File: src/rtl/irs_pkg.sv
package irs_pkg;

  localparam int SEG_W  = 16;
  localparam int ADDR_W = 20;

  // Boundary decision taken by the arbiter.
  typedef enum logic [1:0] {
    DEC_NONE = 2'd0,
    DEC_NMI  = 2'd1,
    DEC_ACK  = 2'd2,
    DEC_WAIT = 2'd3
  } dec_e;

  // Physical address: segment shifted left by four plus offset.
  function automatic logic [ADDR_W-1:0] phys_addr(input logic [SEG_W-1:0] seg,
                                                  input logic [SEG_W-1:0] off);
    phys_addr = {seg, 4'h0} + {4'h0, off};
  endfunction

endpackage

File: src/rtl/irs_reset_qual.sv
module irs_reset_qual #(
  parameter int MIN_CYC = 4
) (
  input  logic clk,
  input  logic rst_in,
  output logic rst_active,
  output logic vec_load
);
  localparam int CW = $clog2(MIN_CYC + 1);
  localparam logic [CW-1:0] LIMIT = CW'(MIN_CYC);

  logic [CW-1:0] run_q;
  logic          vec_q;

  // Counts consecutive high edges and saturates at the limit.
  always_ff @(posedge clk) begin
    if (rst_in) begin
      run_q <= (run_q >= LIMIT) ? LIMIT : run_q + CW'(1);
    end else begin
      run_q <= '0;
    end
    vec_q <= rst_active && !rst_in;
  end

  assign rst_active = (run_q == LIMIT);
  assign vec_load   = vec_q;

endmodule

File: src/rtl/irs_nmi_latch.sv
module irs_nmi_latch (
  input  logic clk,
  input  logic clr,
  input  logic nmi_in,
  input  logic consume,
  output logic nmi_rise,
  output logic nmi_pend,
  output logic nmi_now
);
  logic prev_q;
  logic pend_q;

  always_ff @(posedge clk) begin
    prev_q <= nmi_in;
    if (clr) begin
      pend_q <= 1'b0;
    end else if (consume) begin
      pend_q <= 1'b0;
    end else begin
      pend_q <= pend_q | nmi_rise;
    end
  end

  assign nmi_rise = nmi_in & ~prev_q;
  assign nmi_pend = pend_q;
  assign nmi_now  = pend_q | nmi_rise;

endmodule

File: src/rtl/irs_arbiter.sv
module irs_arbiter
  import irs_pkg::*;
#(
  parameter int TYPE_W   = 8,
  parameter int NMI_TYPE = 2
) (
  input  logic              clk,
  input  logic              clr,
  input  logic              insn_end,
  input  logic              wait_op,
  input  logic              test_n,
  input  logic              intr_in,
  input  logic              ie_flag,
  input  logic              nmi_now,
  output logic              consume,
  output logic              take_irq,
  output logic [TYPE_W-1:0] irq_type,
  output logic              ack_req_n,
  output logic              waiting
);
  dec_e        sel;
  logic        serve;
  logic        take_q;
  logic        ack_n_q;
  logic        wait_q;
  logic [TYPE_W-1:0] type_q;

  always_comb begin
    serve = insn_end | wait_q;
    sel   = DEC_NONE;
    if (serve && nmi_now) begin
      sel = DEC_NMI;
    end else if (serve && intr_in && ie_flag) begin
      sel = DEC_ACK;
    end else if (wait_q && test_n) begin
      sel = DEC_WAIT;
    end else if (!wait_q && insn_end && wait_op && test_n) begin
      sel = DEC_WAIT;
    end
  end

  assign consume = (sel == DEC_NMI) && !clr;

  always_ff @(posedge clk) begin
    if (clr) begin
      take_q  <= 1'b0;
      type_q  <= '0;
      ack_n_q <= 1'b1;
      wait_q  <= 1'b0;
    end else begin
      take_q  <= (sel == DEC_NMI);
      type_q  <= (sel == DEC_NMI) ? TYPE_W'(NMI_TYPE) : '0;
      ack_n_q <= (sel != DEC_ACK);
      wait_q  <= (sel == DEC_WAIT);
    end
  end

  assign take_irq  = take_q;
  assign irq_type  = type_q;
  assign ack_req_n = ack_n_q;
  assign waiting   = wait_q;

endmodule

File: src/rtl/irs_ctrl.sv
module irs_ctrl
  import irs_pkg::*;
#(
  parameter int         MIN_RST  = 4,
  parameter int         TYPE_W   = 8,
  parameter int         NMI_TYPE = 2,
  parameter logic [15:0] RST_SEG = 16'hFFFF,
  parameter logic [15:0] RST_OFF = 16'h0000
) (
  input  logic              clk,
  input  logic              rst_in,
  input  logic              nmi_in,
  input  logic              intr_in,
  input  logic              ie_flag,
  input  logic              test_n,
  input  logic              insn_end,
  input  logic              wait_op,
  output logic              take_irq,
  output logic [TYPE_W-1:0] irq_type,
  output logic              ack_req_n,
  output logic              stall,
  output logic              vec_load,
  output logic [19:0]       vec_addr
);
  // Internal events brought out by name for the checker.
  logic rst_active;
  logic nmi_rise;
  logic nmi_pend;
  logic nmi_now;
  logic consume;
  logic waiting;

  irs_reset_qual #(.MIN_CYC(MIN_RST)) u_rst (
    .clk        (clk),
    .rst_in     (rst_in),
    .rst_active (rst_active),
    .vec_load   (vec_load)
  );

  irs_nmi_latch u_nmi (
    .clk      (clk),
    .clr      (rst_active),
    .nmi_in   (nmi_in),
    .consume  (consume),
    .nmi_rise (nmi_rise),
    .nmi_pend (nmi_pend),
    .nmi_now  (nmi_now)
  );

  irs_arbiter #(.TYPE_W(TYPE_W), .NMI_TYPE(NMI_TYPE)) u_arb (
    .clk       (clk),
    .clr       (rst_active),
    .insn_end  (insn_end),
    .wait_op   (wait_op),
    .test_n    (test_n),
    .intr_in   (intr_in),
    .ie_flag   (ie_flag),
    .nmi_now   (nmi_now),
    .consume   (consume),
    .take_irq  (take_irq),
    .irq_type  (irq_type),
    .ack_req_n (ack_req_n),
    .waiting   (waiting)
  );

  assign stall    = waiting | rst_active;
  assign vec_addr = phys_addr(RST_SEG, RST_OFF);

endmodule

File: config.mk
export PLATFORM = sky130hd
export DESIGN_NAME = irs_ctrl
export DESIGN_NICKNAME = d
export VERILOG_FILES = /design/src/rtl/irs_pkg.sv /design/src/rtl/irs_reset_qual.sv /design/src/rtl/irs_nmi_latch.sv /design/src/rtl/irs_arbiter.sv /design/src/rtl/irs_ctrl.sv
export SDC_FILE = /design/constraint.sdc
export NUM_CORES = 1
export LEC_CHECK = 0
export BUFFER_PORTS_ARGS = -buffer_cell sky130_fd_sc_hd__buf_2
export CORE_MARGIN = 5
export CORE_UTILIZATION = 34
export DETAILED_ROUTE_END_ITERATION = 10
export PLACE_DENSITY = 0.8
export SYNTH_ARGS = -nofsm -noshare
export SYNTH_HDL_FRONTEND = slang
export SYNTH_SLANG_ARGS = --single-unit
export TNS_END_PERCENT = 100
File: constraint.sdc
create_clock -name clk -period 1.2 [get_ports clk]
set_clock_uncertainty 0.2 [all_clocks]
set_input_delay 0.12 -clock clk [delete_from_list [all_inputs] [get_ports clk]]
set_output_delay 0.12 -clock clk [all_outputs]
set_load 0.02 [all_outputs]
==> results of run 1 <==
-- per-layer routing --
metal	vias up	global-route usage	share of wire
li1	177	-	-
met1	156	0.0722	0.34
met2	26	0.129	0.49
met4	0	0.0524	0.0043
met3	2	0.0452	0.16
met5	-	0	0
-- layout by cell type, fill, tap and decap left out, drive strengths merged, types with 2 or more instances in the layout --
cell	n
conb	27
buf	14
dfxtp	9
dlygate4sd3	6
clkbuf	4
inv	3
nor2	3
a21oi	2
ha	2
-- worst min-delay path: cells and delay by family --
family	cells	cell delay, ps
buf+inv	1	70
compound gates	1	100
simple gates	2	190
-- final cells by class --
| type | count | area [um2] |
|---|---|---|
| clock buffer | 4 | 26.3 |
| fill | 159 | 876 |
| inverter | 3 | 11.3 |
| multi-input combinational | 44 | 249 |
| sequential | 9 | 183 |
| tap | 16 | 20.0 |
| timing repair buffer | 20 | 141 |
-- report_power, final --
part	switching, W	leakage (nW)	internal, W
sequential	0.0000163	0.0747	0.000324
combinational	0.000138	0.239	0.0000749
clock	0.0000917	0.0150	0.000127
-- path summary, 6_finish.rpt --
path	from	to	slack, ps
hold reg to reg	u_nmi.nmi_pend$_SDFF_PP0_	u_arb.ack_req_n$_SDFF_PP1_	300
hold / removal	wait_op	u_arb.waiting$_SDFF_PP0_	60
setup reg to reg	u_rst.run_q[0]$_SDFF_PP0_	u_arb.waiting$_SDFF_PP0_	-60
setup / recovery	u_rst.run_q[0]$_SDFF_PP0_	stall	-180
-- stage by stage --
stage / hold slack, ps / setup WS [ps]
after floorplan: -52.3 / -38.2
after global placement: 70.4 / -69.2
after detailed placement: 73.7 / -90.9
after CTS: 51.0 / -180
after global routing: 60.4 / -238
final: 61.3 / -178
-- cells by family after synthesis --
logic type                 Yosys count  synth area share
and+or+nand+nor                      9            0.0901
buffers and inverters               31             0.409
other                                2            0.0139
DFF                                  9             0.333
adders and majority gates            2            0.0462
AOI/OAI and AO/OA                    6             0.109
-- what timing repair did --
item | CTS | global route
gates cloned | 0 | 0
setup endpoints to repair | 4 | 4
hold endpoints to repair | 9 | 0
gates resized for setup | 3 | 0
pin swaps | 3 | 0
hold buffers | 6 | 0
setup buffers | 1 | 0
-- state kept, by name, summed over array words and instances (netlist names) --
name,cells
u_rst.run_q,3
u_arb.irq_type,1
u_arb.waiting,1
u_nmi.prev_q,1
u_arb.ack_req_n,1
u_nmi.nmi_pend,1
u_rst.vec_load,1
==> impl_metrics.csv, run 1 <==
group,metric,value,unit
status,status,"finished with violations",
status,violations,"negative setup slack",
sta,period_share,1.15,
sta,tns,-361,ps
detailed_routing,postRouteAntennaNets,0,
setup_path,worstSetupEndpointType,"primary output",
cts,cts_tree,"done",
global_routing,grt_pass1_vias,344,
finish,nets,91,
synth,ys_seq_elements,9,
sta,hold_viol,0,
finish,design_area,631,um2
global_routing,grt_pass1_wl,1.46,mm
cts,clk_pin_slew,60,ps
setup_path,crit_family,"flip-flops",
detailed_routing,vias_per_cell,3.76,
place,dp.cells,85,
min_path,hold_path.class,"in2reg",
detailed_routing,via_count,361,
power,total_power,0.000772,W
sta,drv_slew,0,
global_routing,track_usage,0.0786,
synth,yosysTopAreaCell,"buf_4",
power,p_leak,0.329,nW
finish,diodes,0,
detailed_routing,first_iter_violations,0,
synth,yosysSeqAreaShare,0.333,
synth,synth_top_area_frac,0.388,
setup_path,worstPathCellList,"inv_2 -> ha_4 -> nand2_2 -> nand2b_1 -> buf_6",
finish,drive_gt1_frac,0.338,
floorplan,initial_utilization,0.360,
sta,rsz0062_at_grt,"yes",
setup_path,critPathLaunchType,"flop",
synth,syn_avg_cell_area,9.18,um2
synth,yosys-top-cells-area,"buf_4 (39%), dfxtp_1 (33%), ha_1 (4.6%)",
detailed_routing,wl,924,um
setup_path,crit_type,"reg2out",
global_routing,overflow,0,
place,gp_congestion,0.686,
synth,synth-edff-count,0,
synth,async_flop_share,0,
floorplan,core,1510,um2
finish,area_growth,16.4,%
setup_path,crit_slowest_cell,"dfxtp_2",
synth,synthDistinctLibCells,19,
cts,clk_latency,250,ps
floorplan,pin_count,40,
place,dp_hpwl,698,um
cts,htreeDepth,1,
floorplan,die-area,2490,um2
synth,yosys-top-cells-count,"buf_4 (28), dfxtp_1 (9), nor2_1 (3)",
cts,cts.sinks,9,
floorplan,die_h,49.9,um
global_routing,antenna_found_initial,0,
setup_path,crit_buf_inv,2,
setup_path,cp.required,880,ps
sta,max_freq,725,MHz
global_routing,grt_start_max_net_pins,7,
setup_path,crit_arrival,1060,ps
synth,yosysMostFrequentCell,"buf_4",
finish,final_cells,96,
synth,ys_warn_count,0,
setup_path,cp.depth,5,
synth,synth_top_flop_cell,"dfxtp_1",
place,numPortBuffers,12,
sta,setup_slack,-178,ps
detailed_routing,drc,0,
cts,cts.path.max_buffers,2,
min_path,holdPathStages,4,
finish,final_core_util,0.419,
power,ir_worst_vdd,432,uV
cts,root_buffer,"clkbuf_4",
floorplan,chipWidth,49.9,um
power,p_per_area,1220,nW/um2
cts,cts_inserted_buffers,3,
setup_path,r2r_cells,5,
synth,syn_area,542,um2
sta,setup_violations,4,
floorplan,row_count,14,
sta,fin_crit,1380,ps
synth,syn_inst,59,
place,place_area,528,um2
setup_path,path_max_fanout,3,
detailed_routing,routedWlPerCell,9.63,um
detailed_routing,first_pass_iters,1,
setup_path,cpPeakStageDelay,330,ps
job,cap_violations,0,
Note: power is estimated with default switching activity, not from simulation.
==> run 2: changes to the inputs <==
CELL_PAD_IN_SITES_DETAIL_PLACEMENT = 0   (was default)
CELL_PAD_IN_SITES_GLOBAL_PLACEMENT = 1   (was default)
CORE_UTILIZATION = 23   (was 34)
PLACE_DENSITY = 0.79   (was 0.8)
TNS_END_PERCENT = 50   (was 100)
==> run 2 against run 1 <==
Compared with the run above: the run still ends with negative setup slack left; cell area increased by 7.3%; register-to-register slack about the same; utilization down 12 points; setup slack improved by 8.5 ps; sequential power barely moved; count of clock-buffer cells in the layout unchanged; die area grew 38%; critical path type unchanged; critical endpoint unchanged; largest power group unchanged.
==> impl_metrics.csv, run 2 (same netlist as run 1, synthesis figures left out) <==
group,metric,value,unit
status,status,"finished with violations",
status,violations,"negative setup slack",
finish,top_register,"u_rst.run_q",
cts,cts.path.max_buffers,2,
setup_path,crit_type,"reg2out",
power,p_comb_frac,0.286,
setup_path,path_max_fanout,3,
sta,period_share,1.14,
setup_path,crit_buf_inv,2,
cts,clk_pin_slew,60,ps
detailed_routing,first_pass_iters,2,
cts,clk_latency,260,ps
sta,max_freq,730,MHz
finish,layout_common_cells,"conb_1 (27), buf_2 (11), dfxtp_1 (7), dlygate4sd3_1 (6)",
global_routing,grt_start_max_net_pins,7,
detailed_routing,drc,0,
global_routing,antenna_found_initial,0,
sta,drv_slew,0,
place,gp_congestion,0.738,
floorplan,core,2230,um2
global_routing,overflow,0,
detailed_routing,via_count,366,
power,p_int,0.000537,W
global_routing,grt_pass1_vias,304,
sta,rsz0062_at_grt,"yes",
power,switchingPower,0.000260,W
detailed_routing,postRouteAntennaNets,0,
power,total_power,0.000798,W
detailed_routing,routedWlPerCell,8.20,um
job,cap_violations,0,
setup_path,worstPathCellList,"inv_2 -> ha_4 -> nand2_2 -> nand2b_1 -> buf_6",
detailed_routing,first_iter_violations,7,
sta,tns,-358,ps
cts,cts_tree,"done",
sta,timing.hold.ws,78.5,ps
power,p_leak,0.339,nW
finish,area_growth,24.9,%
finish,nFillCells,246,
place,dp_hpwl,724,um
sta,hold_viol,0,
setup_path,cpPeakStageDelay,330,ps
floorplan,initial_utilization,0.243,
global_routing,grt_pass1_wl,1.19,mm
sta,setup_violations,4,
floorplan,die_h,58.5,um
setup_path,worstSetupEndpointType,"primary output",
setup_path,cp.required,880,ps
power,ir_worst_vdd,557,uV
finish,diodes,0,
floorplan,row_count,17,
global_routing,track_usage,0.0457,
sta,setup_slack,-170,ps
power,p_seq_frac,0.426,
detailed_routing,vias_per_cell,3.33,
floorplan,chipWidth,58.5,um
finish,layout_commonest_cell,"conb_1",
cts,root_buffer,"clkbuf_4",
setup_path,crit_arrival,1050,ps
setup_path,crit_family,"flip-flops",
min_path,hold_path.class,"in2reg",
power,p_per_area,1180,nW/um2
finish,largest_register_ffs,3,
finish,drive_gt1_frac,0.366,
place,numPortBuffers,12,
setup_path,critPathLaunchType,"flop",
finish,multiInputGateArea,262,um2
power,clkPwrFrac,0.287,
cts,htreeDepth,1,
finish,design_area,677,um2
floorplan,pin_count,40,
place,place_area,543,um2
cts,cts_inserted_buffers,3,
finish,regArea,183,um2
finish,final_core_util,0.303,
sta,fin_crit,1370,ps
cts,cts.sinks,9,
floorplan,die-area,3430,um2
setup_path,crit_slowest_cell,"dfxtp_2",
detailed_routing,wl,902,um
power,switching_share,0.326,
finish,nets,93,
-- run 2: routing by layer --
metal,track usage,up-vias,share of wire
met5,0,-,0
met4,0.0132,0,0.0044
met3,0.0351,2,0.17
met2,0.0766,25,0.50
met1,0.0434,158,0.33
li1,-,181,-
-- run 2: stage by stage --
stage / cells / worst slack (ps)
2_1_floorplan: 84 / -40.0
3_3_place_gp: 97 / -93.0
3_5_place_dp: 97 / -97.3
4_1_cts: 110 / -179
5_1_grt: 110 / -218
6_report: 110 / -170
-- run 2: path summary, 6_finish.rpt --
check,from,to,slack [ps],cells past startpoint
worst max register to register,u_rst.run_q[1]$_SDFF_PP0_,u_arb.waiting$_SDFF_PP0_,-70,5
worst min register to register,u_nmi.nmi_pend$_SDFF_PP0_,u_arb.ack_req_n$_SDFF_PP1_,300,2
worst max-delay path,u_rst.run_q[1]$_SDFF_PP0_,stall,-170,5
worst min-delay path,wait_op,u_arb.waiting$_SDFF_PP0_,80,4
-- run 2: timing repair --
action,CTS,global route
setup buffers,3,0
hold buffers,6,0
hold endpoints to repair,9,0
pin swaps,3,1
endpoints found under the setup margin,4,5
resized for setup,4,2
-- run 2: power groups by stage --
stage	registers, W	logic (W)	clock network [W]
5_1_grt	0.000343	0.000250	0.000250
3_5_place_dp	0.000347	0.000182	0
6_report	0.000340	0.000228	0.000229
3_3_place_gp	0.000346	0.000180	0
2_1_floorplan	0.000352	0.000207	0
4_1_cts	0.000340	0.000220	0.000240
-- run 2: worst reg2reg max path, cell delays in order, from the launching register on --
cell	delay, ps
dfxtp_2	330
inv_2	40
ha_4	160
o2bb2ai_2	120
a211oi_2	170
and3_1	190
-- run 2: layout make-up --
cell class                 instances  share of cell area
tap                               28              0.0518
clock buffer                       4              0.0388
multi-input combinational         44               0.386
inverter                           3              0.0166
sequential                         9               0.270
timing repair buffer              22               0.237
